File: config.mk
export PLATFORM = sky130hd
export DESIGN_NAME = adc_result_if
export DESIGN_NICKNAME = d
export VERILOG_FILES = /design/src/rtl/adc_if_pkg.sv /design/src/rtl/adc_prescaler.sv /design/src/rtl/adc_result_hold.sv /design/src/rtl/adc_irq_flag.sv /design/src/rtl/adc_result_if.sv
export SDC_FILE = /design/constraint.sdc
export NUM_CORES = 1
export LEC_CHECK = 0
export ABC_AREA = 1
export BUFFER_PORTS_ARGS = -buffer_cell sky130_fd_sc_hd__buf_2
export CAP_MARGIN = 0
export CORE_ASPECT_RATIO = 1.5
export CORE_MARGIN = 1.5
export CORE_UTILIZATION = 50
export CTS_CLUSTER_DIAMETER = 150
export DETAILED_ROUTE_END_ITERATION = 10
export HOLD_SLACK_MARGIN = 0.02
export PLACE_DENSITY = 0.77
export RECOVER_POWER = 100
export SLEW_MARGIN = 30
export SYNTH_ARGS = -nofsm -noshare
export SYNTH_HDL_FRONTEND = slang
export SYNTH_SLANG_ARGS = --single-unit
File: constraint.sdc
create_clock -name clk_i -period 3.2 [get_ports clk_i]
set_input_delay 0 -clock clk_i [delete_from_list [all_inputs] [get_ports clk_i]]
set_output_delay 0 -clock clk_i [all_outputs]
set_load 0.01 [all_outputs]
File: src/rtl/adc_if_pkg.sv
package adc_if_pkg;
  localparam logic [1:0] ADDR_LO   = 2'd0;
  localparam logic [1:0] ADDR_HI   = 2'd1;
  localparam logic [1:0] ADDR_CTRL = 2'd2;
  localparam int BIT_EN   = 7;
  localparam int BIT_IE   = 6;
  localparam int BIT_DONE = 5;
  localparam int BIT_LEFT = 4;
endpackage

File: src/rtl/adc_prescaler.sv
module adc_prescaler #(
  parameter int SEL_W = 3
) (
  input  logic             clk_i,
  input  logic             rst_ni,
  input  logic             en_i,
  input  logic [SEL_W-1:0] sel_i,
  output logic             tick_o
);
  localparam int CNT_W = (1 << SEL_W) - 1;

  logic [CNT_W-1:0] cnt_q;
  logic [CNT_W-1:0] lim;

  // code 0 aliases divide by 2
  always_comb begin
    if (sel_i == '0) lim = CNT_W'(1);
    else             lim = CNT_W'((32'd1 << sel_i) - 32'd1);
  end

  assign tick_o = en_i && (cnt_q == lim);

  always_ff @(posedge clk_i or negedge rst_ni) begin
    if (!rst_ni)     cnt_q <= '0;
    else if (!en_i)  cnt_q <= '0;
    else if (tick_o) cnt_q <= '0;
    else             cnt_q <= cnt_q + 1'b1;
  end

  p_idle_hold_r7: assert property (@(posedge clk_i) disable iff (!rst_ni)
    !en_i |=> (cnt_q == '0));
  p_tick_single_r7: assert property (@(posedge clk_i) disable iff (!rst_ni)
    tick_o |=> !tick_o);
endmodule

File: src/rtl/adc_result_hold.sv
module adc_result_hold #(
  parameter int RES_W = 10,
  parameter int BUS_W = 8
) (
  input  logic             clk_i,
  input  logic             rst_ni,
  input  logic             conv_done_i,
  input  logic [RES_W-1:0] conv_result_i,
  input  logic             rd_lo_i,
  input  logic             rd_hi_i,
  input  logic             left_i,
  output logic [BUS_W-1:0] lo_o,
  output logic [BUS_W-1:0] hi_o
);
  localparam int PAD_W = 2 * BUS_W - RES_W;

  logic [RES_W-1:0]   res_q;
  logic               lock_q;
  logic               take;
  logic [2*BUS_W-1:0] word;

  // a low read in the same cycle as a completion also blocks it
  assign take = conv_done_i && !lock_q && !rd_lo_i;

  always_ff @(posedge clk_i or negedge rst_ni) begin
    if (!rst_ni) begin
      res_q  <= '0;
      lock_q <= 1'b0;
    end else begin
      if (take) res_q <= conv_result_i;
      if (rd_lo_i)      lock_q <= 1'b1;
      else if (rd_hi_i) lock_q <= 1'b0;
    end
  end

  assign word = left_i ? {res_q, {PAD_W{1'b0}}} : {{PAD_W{1'b0}}, res_q};
  assign hi_o = word[2*BUS_W-1:BUS_W];
  assign lo_o = word[BUS_W-1:0];

  p_lock_hold_r4: assert property (@(posedge clk_i) disable iff (!rst_ni)
    lock_q |=> $stable(res_q));
  p_lo_locks_r4: assert property (@(posedge clk_i) disable iff (!rst_ni)
    rd_lo_i |=> lock_q);
  p_hi_free_r5: assert property (@(posedge clk_i) disable iff (!rst_ni)
    (rd_hi_i && !lock_q) |=> !lock_q);
  p_capture_r2: assert property (@(posedge clk_i) disable iff (!rst_ni)
    (conv_done_i && !lock_q && !rd_lo_i) |=> (res_q == $past(conv_result_i)));
endmodule

File: src/rtl/adc_irq_flag.sv
module adc_irq_flag (
  input  logic clk_i,
  input  logic rst_ni,
  input  logic set_i,
  input  logic clr_wr_i,
  input  logic ack_i,
  input  logic ie_i,
  input  logic gie_i,
  output logic flag_o,
  output logic irq_o
);
  logic flag_q;

  // a new completion wins over a clear in the same cycle
  always_ff @(posedge clk_i or negedge rst_ni) begin
    if (!rst_ni)                 flag_q <= 1'b0;
    else if (set_i)              flag_q <= 1'b1;
    else if (clr_wr_i || ack_i)  flag_q <= 1'b0;
  end

  assign flag_o = flag_q;
  assign irq_o  = flag_q && ie_i && gie_i;

  p_flag_set_r8: assert property (@(posedge clk_i) disable iff (!rst_ni)
    set_i |=> flag_q);
  p_ack_clears_r9: assert property (@(posedge clk_i) disable iff (!rst_ni)
    (ack_i && !set_i) |=> !irq_o);
  p_wr_clears_r9: assert property (@(posedge clk_i) disable iff (!rst_ni)
    (clr_wr_i && !set_i) |=> !flag_q);
endmodule

File: src/rtl/adc_result_if.sv
module adc_result_if
  import adc_if_pkg::*;
#(
  parameter int RES_W = 10,
  parameter int BUS_W = 8,
  parameter int SEL_W = 3
) (
  input  logic             clk_i,
  input  logic             rst_ni,
  input  logic [1:0]       addr_i,
  input  logic             rd_i,
  input  logic             wr_i,
  input  logic [BUS_W-1:0] wdata_i,
  output logic [BUS_W-1:0] rdata_o,
  input  logic             conv_done_i,
  input  logic [RES_W-1:0] conv_result_i,
  input  logic             gie_i,
  input  logic             irq_ack_i,
  output logic             conv_tick_o,
  output logic             irq_o
);
  logic             en_q, ie_q, left_q;
  logic [SEL_W-1:0] sel_q;
  logic             wr_ctrl, rd_lo, rd_hi, flag;
  logic [BUS_W-1:0] lo_b, hi_b, ctrl_b;

  assign wr_ctrl = wr_i && (addr_i == ADDR_CTRL);
  assign rd_lo   = rd_i && (addr_i == ADDR_LO);
  assign rd_hi   = rd_i && (addr_i == ADDR_HI);

  always_ff @(posedge clk_i or negedge rst_ni) begin
    if (!rst_ni) begin
      en_q   <= 1'b0;
      ie_q   <= 1'b0;
      left_q <= 1'b0;
      sel_q  <= '0;
    end else if (wr_ctrl) begin
      en_q   <= wdata_i[BIT_EN];
      ie_q   <= wdata_i[BIT_IE];
      left_q <= wdata_i[BIT_LEFT];
      sel_q  <= wdata_i[SEL_W-1:0];
    end
  end

  always_comb begin
    ctrl_b              = '0;
    ctrl_b[BIT_EN]      = en_q;
    ctrl_b[BIT_IE]      = ie_q;
    ctrl_b[BIT_DONE]    = flag;
    ctrl_b[BIT_LEFT]    = left_q;
    ctrl_b[SEL_W-1:0]   = sel_q;
  end

  always_comb begin
    case (addr_i)
      ADDR_LO:   rdata_o = lo_b;
      ADDR_HI:   rdata_o = hi_b;
      ADDR_CTRL: rdata_o = ctrl_b;
      default:   rdata_o = '0;
    endcase
  end

  adc_prescaler #(.SEL_W(SEL_W)) u_presc (
    .clk_i  (clk_i),
    .rst_ni (rst_ni),
    .en_i   (en_q),
    .sel_i  (sel_q),
    .tick_o (conv_tick_o)
  );

  adc_result_hold #(.RES_W(RES_W), .BUS_W(BUS_W)) u_hold (
    .clk_i         (clk_i),
    .rst_ni        (rst_ni),
    .conv_done_i   (conv_done_i),
    .conv_result_i (conv_result_i),
    .rd_lo_i       (rd_lo),
    .rd_hi_i       (rd_hi),
    .left_i        (left_q),
    .lo_o          (lo_b),
    .hi_o          (hi_b)
  );

  adc_irq_flag u_irq (
    .clk_i    (clk_i),
    .rst_ni   (rst_ni),
    .set_i    (conv_done_i),
    .clr_wr_i (wr_ctrl && wdata_i[BIT_DONE]),
    .ack_i    (irq_ack_i),
    .ie_i     (ie_q),
    .gie_i    (gie_i),
    .flag_o   (flag),
    .irq_o    (irq_o)
  );
endmodule

==> After elaboration in Yosys (flattened, before gate mapping) <==
Index checks and enable logic that the tools add are counted.
{ "classes": {"add_sub_neg": 2, "eq_ne": 3, "shift": 1, "muxes": 9, "reduce_logical": 16} }
{ "op_table": {"columns": ["operator", "count"], "rows": [
  ["$pmux 8 s3", 1],
  ["$mux 7", 3],
  ["$mux 16", 1],
  ["$logic_and 1x1->1", 9],
  ["$add 7x1->7 const B", 1],
  ["$eq 7x7->1", 1],
  ["$shl 1x3->7 const A", 1],
  ["$sub 7x1->7 const B", 1],
  ["$mux 1", 4],
  ["$reduce_bool 2->1", 2],
  ["$logic_not 3->1", 1],
  ["$eq 2x1->1 const B", 1],
  ["$eq 2x2->1 const B", 1],
  ["$logic_not 1->1", 2],
  ["$logic_not 2->1", 1],
  ["$logic_or 1x1->1", 1]
]} }
{ "word_totals": {"ff_bits": 25, "inputBits": 27, "output_inout_bits": 10, "elab_cells": 39} }

==> Longest topological paths before layout <==
{ "depth": {"word_depth": 7, "ltp_mapped": 8} }

==> By module <==
Synthesis repeated with hierarchy kept, for this count alone.
{ "hier_totals": {"cells_unflattened": 226, "area_unflattened_um2": 1595.3} }
{ "by_module_without_submodules": {"columns": ["mod", "instances", "cells_per_inst", "area_each_um2"], "rows": [
  ["adc_result_hold", 1, 82, 595.6],
  ["adc_result_if", 1, 68, 481.7],
  ["adc_prescaler", 1, 69, 466.7],
  ["adc_irq_flag", 1, 7, 51.3]
]} }

==> Worst setup path before layout <==
Ideal clock, no wire load.
{ "synth_timing": {"path_kind": "register -> register", "start": "reg sel_q[2]", "end": "reg u_presc.cnt_q[1]", "setup_time_ps": 123, "t_arrival_ps": 1053, "path_slack_ps": 2024, "stages_incl_launch_ff": 9, "path_buffers": 0, "synth_period_minus_slack_ps": 1176, "path_cell_list": "dfrtp_1 inv_2 nand2_1 nand2_1 nand2_1 nor2_1 nand3_2 nor2_4 nor2_1"} }
{ "synth_via": {"elab_chain_len": 7} }
{ "synth_lines": {"columns": ["item", "line", "text"], "rows": [
  ["from (decl)", "adc_result_if.sv:23", "logic [SEL_W-1:0] sel_q;"],
  ["from (signal assigned)", "adc_result_if.sv:41", "sel_q <= wdata_i[SEL_W-1:0];"],
  ["$shl 1x3->7", "adc_prescaler.sv:18", "else lim = CNT_W'((32'd1 << sel_i) - 32'd1);"],
  ["$sub 7x1->7", "adc_prescaler.sv:18", null],
  ["$mux 7 (*)", "adc_prescaler.sv:17", "if (sel_i == '0) lim = CNT_W'(1);"],
  ["$eq 7x7->1 (*)", "adc_prescaler.sv:21", "assign tick_o = en_i && (cnt_q == lim);"],
  ["$logic_and 1x1->1 (*)", "adc_prescaler.sv:21", null],
  ["net conv_tick_o", "adc_result_if.sv:19", "output logic conv_tick_o,"],
  ["$mux 7 (*)", "adc_prescaler.sv:26", "else if (tick_o) cnt_q <= '0;"],
  ["$mux 7 (*)", "adc_prescaler.sv:25", "else if (!en_i) cnt_q <= '0;"],
  ["to (signal assigned)", "adc_prescaler.sv:27", "else cnt_q <= cnt_q + 1'b1;"],
  ["to (decl)", "adc_prescaler.sv:12", "logic [CNT_W-1:0] cnt_q;"]
]} }
The timed path passes the listed nets; every way through them passes the cells marked *.
A chain may end at the register's enable or synchronous reset.

==> Worst setup path after layout <==
{ "layout_timing": {"start": "reg sel_q[2]", "end": "out conv_tick_o"} }
{ "layout_via": {"elab_chain_len": 5} }
{ "layout_lines": {"columns": ["item", "line"], "rows": [
  ["$shl 1x3->7", "adc_prescaler.sv:18"],
  ["$sub 7x1->7", "adc_prescaler.sv:18"],
  ["$mux 7 (*)", "adc_prescaler.sv:17"],
  ["$eq 7x7->1 (*)", "adc_prescaler.sv:21"],
  ["$logic_and 1x1->1 (*)", "adc_prescaler.sv:21"],
  ["to (decl)", "adc_result_if.sv:19"]
]} }
Every way passes the cells marked *; elsewhere a longest branch is shown, timed or not.

==> out/results.txt <==
status = complete, no violations
WS Path Type = reg2out
cell taking the most area after synthesis = dfrtp_1
final setup fails = 0
Post-synth ARST share = 100%
die area = 3020 um2
DR vias = 1424
Post-Synthesis Cell Area = 1350 um2
Synth area leaders = dfrtp_1 (47%), nand2_1 (12%), nor2_1 (7.3%)
1st-iter DRT viols = 50
area delta synth->final = 31.9%
most numerous cell in the Yosys netlist = nand2_1
Die Wd = 45.4 um
Max clock buf depth = 2
GR Overflow Total = 0
hpwl dp = 2.47 mm
gr usage total = 26.1%
NumNets Final = 267
Die Y = 66.5 um
top-area cell type share of the netlist area = 46.5%
RSZ-0062 raised after global routing = false
TritonRoute pass-1 iters = 4
Ports = 37
commonest cells in the netlist = nand2_1 (44), nor2_1 (26), dfrtp_1 (25)
Placer Congestion = 0.870
I/O Buffers = 35
HP Class = in2reg
Tcrit/Tclk final = 61.2%
Critical Path Fanout Max = 8
Core Rows = 22
Slew headroom = 11.6%
Wirelength per Cell = 13.0 um
CTS tree = done
Final Hold Fails = 0
largest net degree at the start of global routing = 26
# placed instances = 248
number of synthesized flops with an enable pin = 0
number of library cell types mapped by synthesis = 21
Clock H-tree levels = 1
min Tclk post-route = 1.96 ns
routed wire length = 3.56 mm
ANT nets after route = 0
clock root buffer = clkbuf_4
Peak VDD IR = 0.000386 V
leakage = 0.000884 uW
layout cells sized above 1 = 13.4%
syn nets = 208
Tot Pwr = 822 uW
yosys warns = 0
CORE AREA = 2500 um2
PD cells = 463 nW/um2
count of state elements after synthesis = 25
f_max = 511 MHz
register area share after synthesis = 46.5%
Reg clk slew, reported paths = 0.13 ns
final slew viol count = 0
post-route insts no fill = 274
cts bufs inserted = 3
Cells after Synth = 180
first-pass GRT wire length = 5.66 mm
Main synth FF type = dfrtp_1
Initial Utilization = 53.7%
post-route setup TNS = 0 ns
crit path DAT = 1.96 ns
Max Cap Viol = 0
Clock Skews = 0.00820 ns
Inserted Diodes = 0
critical path launch point type = flip-flop
WP data required = 3.20 ns
initial antenna violation count = 0
DRC = 0
vias per cell = 5.20
Clock Sink Count = 25
Crit. End Element = output pin
Least-Margin Pin Slew = 1.33 ns
Clk Latency, worst-skew pair = 0.34 ns
Syn Area/Cell = 7.47 um2
post-cts sizing count = 0
vias in the first global route = 1343
metal layers:
layer / track usage (%) / vias up / wire, um
li1: - / 701 / -
met1: 25.4 / 675 / 1300
met2: 50.7 / 39 / 2040
met3: 4.61 / 9 / 120
met4: 10.7 / 0 / 99
met5: 0 / - / 0
critical path: stages (launching register included):
cell	delay, ns
dfrtp_1	0.44
inv_1	0.23
nand2_1	0.11
nand2_1	0.06
nand2_1	0.05
nor2_1	0.12
nand3_2	0.07
nor2_1	0.36
clkbuf_1	0.20
worst paths after layout:
check / from / to / slack, ns / cells past startpoint
min in group asynchronous: rst_ni / u_hold.res_q[0]$_DFFE_PN0P_ / 0.46 / 2
worst max-delay path: sel_q[2]$_DFFE_PN0P_ / conv_tick_o / 1.24 / 8
worst min register to register: u_presc.cnt_q[0]$_DFF_PN0_ / u_presc.cnt_q[0]$_DFF_PN0_ / 0.53 / 1
worst max register to register: sel_q[2]$_DFFE_PN0P_ / u_presc.cnt_q[5]$_DFF_PN0_ / 1.58 / 8
max in group asynchronous: rst_ni / sel_q[0]$_DFFE_PN0P_ / 1.96 / 2
worst min-delay path: wr_i / sel_q[0]$_DFFE_PN0P_ / 0.19 / 3
report_power, final:
part / internal (uW) / total, uW / switching, uW
Clock: 47.1 / 148 / 101
Sequential: 373 / 436 / 62.3
Combinational: 103 / 238 / 136
cell usage in the layout (no fill, tap or decap):
cell type | Yosys | layout
ha_1 | 1 | 1
clkinv_2 | 0 | 1
inv_1 | 24 | 25
nor2_1 | 26 | 27
a21oi_1 | 11 | 11
a21o_1 | 1 | 1
o21ai_0 | 17 | 17
nand2_1 | 44 | 44
a22oi_1 | 1 | 1
o211ai_1 | 5 | 5
nor2_2 | 2 | 2
buf_2 | 2 | 24
nand3_2 | 1 | 1
mux2_2 | 1 | 1
nand3b_1 | 2 | 2
nand3_1 | 10 | 10
dfrtp_1 | 25 | 25
clkbuf_4 | 0 | 3
dlygate4sd3_1 | 0 | 22
clkbuf_1 | 0 | 11
nand4_1 | 2 | 2
o221ai_1 | 2 | 2
registers in the layout, summed over array words and instances (netlist names):
signal         flops
u_hold.res_q      10
u_presc.cnt_q      7
sel_q              3
en_q               1
ie_q               1
left_q             1
u_hold.lock_q      1
u_irq.flag_o       1
what timing repair did:
action,CTS,global route
setup buffers,0,0
endpoints found under the hold margin,43,0
hold buffers,22,0
cell type report:
cell class                      count  area (um2)
Multi-Input combinational cell    127         601
Clock inverter                      1        5.00
Timing Repair Buffer               57         382
Inverter                           25        93.8
Fill cell                         207         731
Sequential cell                    25         626
Clock buffer                        3        22.5
Tap cell                           36        45.0
stage by stage:
stage	setup slack, ns	cell area, um2	hold WS [ns]	utilization (%)
global route	1.08	1770	0.246	70.8
global placement	1.90	1550	0.00144	61.8
detailed placement	1.87	1550	0.0145	61.8
floorplan	2.02	1350	-0.296	-
CTS	1.52	1800	0.177	71.7
finish	1.24	1770	0.186	70.8
logic make-up (layout without fill, tap and decap cells):
logic type                 after synthesis  count (layout)  share of synthesized area, %
AOI/OAI and AO/OA                       37              37                          15.6
DFF                                     25              25                          46.5
adders and majority gates                1               1                         0.930
buffers and inverters                   28              86                          8.28
and+or+nand+nor                         88              88                          27.8
muxes                                    1               1                         0.837
No activity file was read; power rests on OpenSTA's default activity.
